--- src/rtl/nvwin_pkg.sv ---
package nvwin_pkg;

  typedef enum logic [1:0] {
    WIN_ADDR_LO = 2'd0,
    WIN_ADDR_HI = 2'd1,
    WIN_SPARE   = 2'd2,
    WIN_DATA    = 2'd3
  } win_off_e;

  localparam logic [7:0] IDLE_BYTE = 8'hFF;

  // half-open span test [lo, lo+n)
  function automatic logic in_span(input logic [31:0] a, input logic [31:0] lo,
                                   input logic [31:0] n);
    return (a >= lo) && (a < lo + n);
  endfunction

  function automatic logic below_size(input logic [31:0] a, input logic [31:0] size);
    return a < size;
  endfunction

endpackage

--- src/rtl/nvwin_addr_reg.sv ---
module nvwin_addr_reg #(
  parameter int AW = 16,
  parameter int DW = 8
) (
  input  logic          clk,
  input  logic          rst_n,
  input  logic          ld_lo,
  input  logic          ld_hi,
  input  logic          clr,
  input  logic [DW-1:0] din,
  output logic [AW-1:0] addr
);
  always_ff @(posedge clk or negedge rst_n) begin
    if (!rst_n) begin
      addr <= '0;
    end else if (clr) begin
      addr <= '0;
    end else begin
      if (ld_lo) addr[DW-1:0]  <= din;
      if (ld_hi) addr[AW-1:DW] <= din[AW-DW-1:0];
    end
  end
endmodule

--- src/rtl/nvwin_lock_bits.sv ---
module nvwin_lock_bits
  import nvwin_pkg::*;
#(
  parameter int AW        = 16,
  parameter int NLOCK     = 2,
  parameter int SELW      = 1,
  parameter int LOCK_BASE = 32,
  parameter int LOCK_SPAN = 16
) (
  input  logic             clk,
  input  logic             rst_n,
  input  logic             tgl,
  input  logic [SELW-1:0]  sel,
  input  logic [AW-1:0]    addr,
  output logic [NLOCK-1:0] lock_q,
  output logic             blocked
);
  logic [NLOCK-1:0] hit;

  for (genvar i = 0; i < NLOCK; i++) begin : g_lock
    localparam logic [31:0] LO = 32'(LOCK_BASE + i * LOCK_SPAN);
    always_ff @(posedge clk or negedge rst_n) begin
      if (!rst_n)                         lock_q[i] <= 1'b0;
      else if (tgl && sel == SELW'(i))    lock_q[i] <= ~lock_q[i];
    end
    assign hit[i] = lock_q[i] && in_span(32'(addr), LO, 32'(LOCK_SPAN));
  end

  assign blocked = |hit;
endmodule

--- src/rtl/nvwin_mem.sv ---
module nvwin_mem #(
  parameter int DEPTH = 256,
  parameter int DW    = 8,
  localparam int IW   = (DEPTH > 1) ? $clog2(DEPTH) : 1
) (
  input  logic          clk,
  input  logic          we,
  input  logic [IW-1:0] widx,
  input  logic [DW-1:0] wdata,
  input  logic          re,
  input  logic [IW-1:0] ridx,
  output logic [DW-1:0] rdata
);
  logic [DW-1:0] store [DEPTH];

  always_ff @(posedge clk) begin
    if (we) store[widx] <= wdata;
    if (re) rdata <= store[ridx];
  end
endmodule

--- src/rtl/nvwin_port.sv ---
module nvwin_port
  import nvwin_pkg::*;
#(
  parameter int MEM_BYTES = 256,
  parameter int AW        = 16,
  parameter int DW        = 8,
  parameter int NLOCK     = 2,
  parameter int LOCK_BASE = 32,
  parameter int LOCK_SPAN = 16,
  localparam int SELW     = (NLOCK > 1) ? $clog2(NLOCK) : 1
) (
  input  logic            clk,
  input  logic            rst_n,
  input  logic [1:0]      host_off,
  input  logic [DW-1:0]   host_wdata,
  input  logic            host_wr,
  input  logic            host_rd,
  input  logic            lock_tgl,
  input  logic [SELW-1:0] lock_sel,
  output logic [DW-1:0]   rd_data,
  output logic            rd_valid
);
  localparam int IW = (MEM_BYTES > 1) ? $clog2(MEM_BYTES) : 1;

  // named internal events, also watched by the checker
  logic [AW-1:0]    addr_q;
  logic [NLOCK-1:0] lock_q;
  logic             blocked;
  logic             in_range;
  logic             access_ok;
  logic             data_wr;
  logic             data_rd;
  logic             mem_we;
  logic             mem_re;
  logic [DW-1:0]    mem_rdata;
  logic             rd_ok_q;

  assign data_wr   = host_wr && (host_off == WIN_DATA);
  assign data_rd   = host_rd && (host_off == WIN_DATA);
  assign in_range  = below_size(32'(addr_q), 32'(MEM_BYTES));
  assign access_ok = in_range && !blocked;
  assign mem_we    = data_wr && access_ok;
  assign mem_re    = data_rd && access_ok;

  nvwin_addr_reg #(.AW(AW), .DW(DW)) u_addr (
    .clk   (clk),
    .rst_n (rst_n),
    .ld_lo (host_wr && (host_off == WIN_ADDR_LO)),
    .ld_hi (host_wr && (host_off == WIN_ADDR_HI)),
    .clr   (data_wr),
    .din   (host_wdata),
    .addr  (addr_q)
  );

  nvwin_lock_bits #(
    .AW(AW), .NLOCK(NLOCK), .SELW(SELW),
    .LOCK_BASE(LOCK_BASE), .LOCK_SPAN(LOCK_SPAN)
  ) u_lock (
    .clk     (clk),
    .rst_n   (rst_n),
    .tgl     (lock_tgl),
    .sel     (lock_sel),
    .addr    (addr_q),
    .lock_q  (lock_q),
    .blocked (blocked)
  );

  nvwin_mem #(.DEPTH(MEM_BYTES), .DW(DW)) u_mem (
    .clk   (clk),
    .we    (mem_we),
    .widx  (addr_q[IW-1:0]),
    .wdata (host_wdata),
    .re    (mem_re),
    .ridx  (addr_q[IW-1:0]),
    .rdata (mem_rdata)
  );

  always_ff @(posedge clk or negedge rst_n) begin
    if (!rst_n) begin
      rd_valid <= 1'b0;
      rd_ok_q  <= 1'b0;
    end else begin
      rd_valid <= host_rd;
      rd_ok_q  <= mem_re;
    end
  end

  assign rd_data = rd_ok_q ? mem_rdata : DW'(IDLE_BYTE);
endmodule

--- config.mk ---
export PLATFORM = sky130hd
export DESIGN_NAME = nvwin_port
export DESIGN_NICKNAME = d
export VERILOG_FILES = /design/src/rtl/nvwin_pkg.sv /design/src/rtl/nvwin_addr_reg.sv /design/src/rtl/nvwin_lock_bits.sv /design/src/rtl/nvwin_mem.sv /design/src/rtl/nvwin_port.sv
export SDC_FILE = /design/constraint.sdc
export NUM_CORES = 2
export LEC_CHECK = 0
export ABC_AREA = 0
export BUFFER_PORTS_ARGS = -buffer_cell sky130_fd_sc_hd__buf_2
export CAP_MARGIN = 20
export CORE_MARGIN = 4
export CORE_UTILIZATION = 30
export DETAILED_ROUTE_END_ITERATION = 7
export MAX_ROUTING_LAYER = met4
export PLACE_DENSITY = 0.51
export SLEW_MARGIN = 25
export SYNTH_ARGS = -nofsm -noshare
export SYNTH_HDL_FRONTEND = slang
export SYNTH_SLANG_ARGS = --single-unit
export TNS_END_PERCENT = 1
--- constraint.sdc ---
create_clock -name clk -period 6.24 [get_ports clk]
set_input_delay 0.936 -clock clk [delete_from_list [all_inputs] [get_ports clk]]
set_output_delay 0.936 -clock clk [all_outputs]
set_load 0.02 [all_outputs]
# ---- Word level (Yosys, flattened, before mapping)
# Memories as Yosys holds them, arrays and structs flattened. A register that Yosys moved wholly into a read port is not among the register bits.
# Cells that the tools add are included.
dict set report totals {
  regBits 20
  latch_bits 0
  mem_bits_rw 2048
  mem_bits_ro 0
  in_bits 16
  out_inout_bits 9
  elab_cells 41
  mem_count 1
}
# name depth width rd rd_clocked_by_memory_dff wr line
set mem_list {}
lappend mem_list {u_mem.store 256 8 1 1 1 nvwin_mem.sv:14} ;# logic [DW-1:0] store [DEPTH];
dict set report classes {
  n_addsub 0
  multipliers 0
  div 0
  magnitude_cmp 5
  eq_ne 2
  shift 0
  n_mux 6
  bitwise_logic 3
  n_reduce_logical 18
}
# operator n
set op_table {}
lappend op_table {{16-bit by 6-bit >= comparator with 1-bit output, second input constant} 2}
lappend op_table {{8-bit two-way mux} 3}
lappend op_table {{16-bit by 6-bit less-than comparator with 1-bit output, second input constant} 1}
lappend op_table {{16-bit by 7-bit less-than comparator with 1-bit output, second input constant} 1}
lappend op_table {{16-bit by 9-bit less-than comparator with 1-bit output, second input constant} 1}
lappend op_table {{16-bit two-way mux} 1}
lappend op_table {{1-bit logical AND} 13}
lappend op_table {{2-bit nonzero test} 2}
lappend op_table {{1-bit NOT} 3}
lappend op_table {{2-bit by 1-bit equality test with 1-bit output, second input constant} 1}
lappend op_table {{2-bit equality test, second input constant} 1}
lappend op_table {{2-bit logical NOT} 1}
lappend op_table {{1-bit two-way mux} 2}
lappend op_table {{2-bit OR reduction} 1}
lappend op_table {{1-bit logical NOT} 1}

# ---- Depth between registers and ports, before layout
dict set report depth {
  ltp_word 9
  depth_mapped 8
  depth_no_buf 5
}

# ---- Cells and area by module
# From an unflattened synthesis, not the netlist that was laid out.
dict set report hier_totals {
  cells_unflattened 3816
  hier_area_um2 80596.0
}
# mod n_inst cells_per_inst area_each_um2
set by_module_without_submodules {}
lappend by_module_without_submodules {nvwin_mem 1 3733 79636.4}
lappend by_module_without_submodules {nvwin_addr_reg 1 52 659.4}
lappend by_module_without_submodules {nvwin_port 1 20 176.4}
lappend by_module_without_submodules {nvwin_lock_bits 1 11 123.9}

# ---- Least setup slack after synthesis
# Ideal clock, no wire load.
dict set report synth_path {
  kind {input to register}
  start {input port host_off[1]}
  end {memory u_mem.store[160][0], enable pin}
  arrival_time_ns 2.627
  t_required_ns 5.870
  path_slack_ns 3.243
  cell_stages 7
  n_path_buf 2
  cell_sequence {clkbuf_1 > nand2_1 > a31o_2 > nor4_2 > nand2_1 > clkbuf_1 > nor2_1}
}
dict set report synth_via {
  elab_chain_cells 5
}
# item line
set synth_lines {}
lappend synth_lines {{start, declared} nvwin_port.sv:14} ;# input logic [1:0] host_off,
lappend synth_lines {{2-bit equality test} nvwin_port.sv:38} ;# assign data_wr = host_wr && (host_off == WIN_DATA);
lappend synth_lines {{1-bit logical AND} nvwin_port.sv:38}
lappend synth_lines {{1-bit logical AND} nvwin_port.sv:42} ;# assign mem_we = data_wr && access_ok;
lappend synth_lines {{1-bit two-way mux} nvwin_mem.sv:17} ;# if (we) store[widx] <= wdata;
lappend synth_lines {{1-bit two-way mux (implied by the code)} nvwin_mem.sv:17}
lappend synth_lines {{end, declared} nvwin_mem.sv:14}
# No other way between the ends.

# ---- Worst setup path after layout
dict set report layout_path {
  start {register u_addr.addr[0]}
  end {register u_mem.rdata[7] (read register of u_mem.store), data pin}
}
dict set report layout_via {
  elab_chain_cells 7
}
# item line
set layout_lines {}
lappend layout_lines {{start, declared} nvwin_addr_reg.sv:11} ;# output logic [AW-1:0] addr
lappend layout_lines {{start signal, assigned by index} nvwin_addr_reg.sv:19} ;# if (ld_lo) addr[DW-1:0] <= din;
lappend layout_lines {{start signal, assigned by index} nvwin_addr_reg.sv:20} ;# if (ld_hi) addr[AW-1:DW] <= din[AW-DW-1:0];
lappend layout_lines {{16-bit by 6-bit >= comparator with 1-bit output, or another cell as far along} nvwin_pkg.sv:15} ;# return (a >= lo) && (a < lo + n);
lappend layout_lines {{1-bit logical AND} nvwin_pkg.sv:15}
lappend layout_lines {{1-bit logical AND} nvwin_lock_bits.sv:26} ;# assign hit[i] = lock_q[i] && in_span(32'(addr), LO, 32'(LOCK_SPAN));
lappend layout_lines {{2-bit OR reduction} nvwin_lock_bits.sv:29} ;# assign blocked = |hit;
lappend layout_lines {{1-bit logical NOT} nvwin_port.sv:41} ;# assign access_ok = in_range && !blocked;
lappend layout_lines {{1-bit logical AND} nvwin_port.sv:41}
lappend layout_lines {{1-bit logical AND} nvwin_port.sv:43} ;# assign mem_re = data_rd && access_ok;
lappend layout_lines {{end, declared} nvwin_mem.sv:12} ;# output logic [DW-1:0] rdata
# Several ways; a longest one is shown, not always the timed one.
# A chain may end at the register's enable or synchronous reset.

==> impl_metrics.env <==
export IMPL_pin_count=25
export IMPL_cp_data_required_time_ps=6780
export IMPL_drtPass1Iterations=5
export IMPL_cts_root_buf="clkbuf_16"
export IMPL_arrival_ps=4700
export IMPL_synthFlopType="edfxtp_1"
export IMPL_h_tree_depth=4
export IMPL_synth_top_area_cell="edfxtp_1"
export IMPL_start_util_pct=30.2
export IMPL_cts_buffer_depth=3
export IMPL_ir_drop_mv=0.278
export IMPL_clk_latency_ps=840
export IMPL_grt_pass1_vias=38600
export IMPL_fp_coreArea_um2=263000
export IMPL_crit_path_max_fanout=97
export IMPL_synth_nets=3641
export IMPL_hpwl_um=115000
export IMPL_ys_warnings_count=0
export IMPL_vias=37400
export IMPL_fin_skew_ps=27.5
export IMPL_routed_wl_um=203000
export IMPL_cap_violations=0
export IMPL_syn_inst=3625
export IMPL_die_height_um=522
export IMPL_p_sw_share_pct=23.9
export IMPL_status="completed"
export IMPL_grt_max_degree=190
export IMPL_ys_ff_latch=2076
export IMPL_final_cell_mix="2056 x edfxtp_1, 512 x mux4_2, 264 x a22oi_1"
export IMPL_rsz0062_at_grt="no"
export IMPL_fin_crit_sh_pct=66.6
export IMPL_critical_path_endpoint_type="register"
export IMPL_drive_gt1_share_pct=24.7
export IMPL_cts_tree="done"
export IMPL_synth_top_cell_area_share_pct=77.8
export IMPL_power_density_nw_per_um2=345
export IMPL_netlist_area_um2=79300
export IMPL_slowest_delay_ps=930
export IMPL_ant_nets=0
export IMPL_path_clk_slew_ps=70
export IMPL_worst_pin_slew_ps=1140
export IMPL_die_x_um=522
export IMPL_avgRoutedWirePerCell_um=27.3
export IMPL_power_w=0.0314
export IMPL_slowest_stage="o41ai_1"
export IMPL_setup_violations=0
export IMPL_power_leakage_nw=26.7
export IMPL_period_minus_slack_ps=4150
export IMPL_seqPwrFrac_pct=49.2
export IMPL_timing_setup_tns_ps=0
export IMPL_synth_area_leaders="edfxtp_1 78%, mux4_2 15%, a22oi_1 2.5%"
export IMPL_final_common_cell="edfxtp_1"
export IMPL_synth_edf_count=2056
export IMPL_gr_total_overflow=0
export IMPL_core_rowCount=188
export IMPL_die_area_um2=273000
export IMPL_worst_setup_path_type="register to register"
export IMPL_power_frac_comb_pct=10.5
export IMPL_min_path_type="input pin to register"
export IMPL_worst_slew_margin_rel_pct=23.9
export IMPL_nets=3732
export IMPL_grtUsageTotal_pct=15.1
export IMPL_gp_congestion=0.786
export IMPL_fmax_mhz=241
export IMPL_cts_sinks=2076
export IMPL_crit_chain="buf_12 -> mux4_2 -> a22oi_1 -> a21oi_1 -> o41ai_1 -> nand4_1"
export IMPL_critical_path_startpoint_type="register"
export IMPL_viasPerCell=5.05
export IMPL_power_internal_w=0.0239
export IMPL_grt_pass1_wl_um=291000
export IMPL_drt_iter0_markers=4191
export IMPL_drc_errors=0
export IMPL_numCtsBuffers=213
export IMPL_hold_viol=0
export IMPL_syn_area_per_cell_um2=21.9
export IMPL_yosys_cell_types_count=26
export IMPL_cts_resized=0
export IMPL_fillers=24200
export IMPL_antenna_found_initial=8
export IMPL_async_flop_share_pct=0.963
export IMPL_p_switching_w=0.00751
export IMPL_yosysSeqAreaShare_pct=78.5
export IMPL_portBuffers=24
export IMPL_area_growth_pct=14.5
export IMPL_slew_viol_final=0
export IMPL_clkPwrFrac_pct=40.3
## sequential cells by signal, summed over array words and instances, names as in the netlist
| register | cells |
|---|---|
| rd_ok_q | 1 |
| rd_valid | 1 |
| u_addr.addr | 16 |
| u_lock.lock_q | 2 |
| u_mem.rdata | 8 |
| u_mem.store | 2048 |
## through the flow
stage          hold WS, ps  std cells  cell area [um^2]  util [%]  setup slack (ps)
3_5_place_dp           481       7015             83900      31.9              1620
4_1_cts                163       7414             90900      34.6              2010
2_1_floorplan          438       3625             79300         -              3240
5_1_grt                190       7415             90900      34.6              1740
3_3_place_gp           482       7012             83800      31.9              1720
6_report               245       7415             90900      34.6              2090
## timing repair
item	4_1_cts	5_1_grt
hold buffers	1	0
buffers inserted	0	0
endpoints found under the hold margin	4	0
## cell usage after synthesis (10+ instances only)
master / instances
nand2b_1: 17
mux4_2: 512
buf_1: 20
buf_2: 31
nor2_1: 261
o41ai_1: 32
buf_6: 10
o21ai_0: 16
a22oi_1: 264
buf_4: 18
clkbuf_1: 150
dfrtp_1: 20
nand2_1: 48
a21oi_1: 128
edfxtp_1: 2056
## cells by family after synthesis
family	share of synthesized area, %
buffers and inverters	1.33
flip-flops	78.5
multiplexers	14.5
AO/OA/AOI/OAI	3.78
AND/OR/NAND/NOR	1.87
XOR/XNOR	0.0221
## power groups by stage
stage               Sequential, W  Clock (W)  Combinational (W)
floorplan                  0.0157          0            0.00202
global placement           0.0157          0            0.00333
detailed placement         0.0157          0            0.00336
CTS                        0.0154     0.0129            0.00337
global route               0.0154     0.0135            0.00349
finish                     0.0154     0.0126            0.00330
## area by class of cell
cell class                      instances  area [um^2]  share of cell area, %
Sequential cell                      2076        62200                   68.5
Multi-Input combinational cell       1317        16200                   17.8
Clock buffer                          253         5540                   6.10
Tap cell                             3515         4400                   4.84
Clock inverter                        145         1410                   1.55
Timing Repair Buffer                  105         1060                   1.17
Inverter                                3         11.3                 0.0124
Antenna cell                            1         2.50                0.00275
## worst max-delay path: cells and delay by family, from the launching register on
kind	cells	cell delay, ps
simple gates	1	150
flops	1	800
buf+inv	1	610
compound gates	3	1500
mux	1	620
## per-layer routing
metal	share of wire (%)	GRT usage, %	up-vias
met3	5.9	2.64	272
met1	44	20.6	20400
met5	0	-	-
li1	-	-	15600
met2	48	23.7	1229
met4	2.1	3.61	0
## path summary, 6_finish.rpt
| kind | slack (ps) | from | depth (start not counted) | end |
|---|---|---|---|---|
| worst max-delay path | 2090 | u_addr.addr[0] | 6 | u_mem.rdata[7] |
| worst min-delay path | 240 | host_rd | 1 | rd_valid |
| worst max register to register | 2090 | u_addr.addr[0] | 6 | u_mem.rdata[7] |
| worst min register to register | 490 | u_addr.addr[10] | 2 | u_addr.addr[10] |
| max in group asynchronous | 5300 | rst_n | 2 | u_addr.addr[1] |
| min in group asynchronous | 590 | rst_n | 2 | u_addr.addr[8] |
Power figures use the tool's default switching activity.
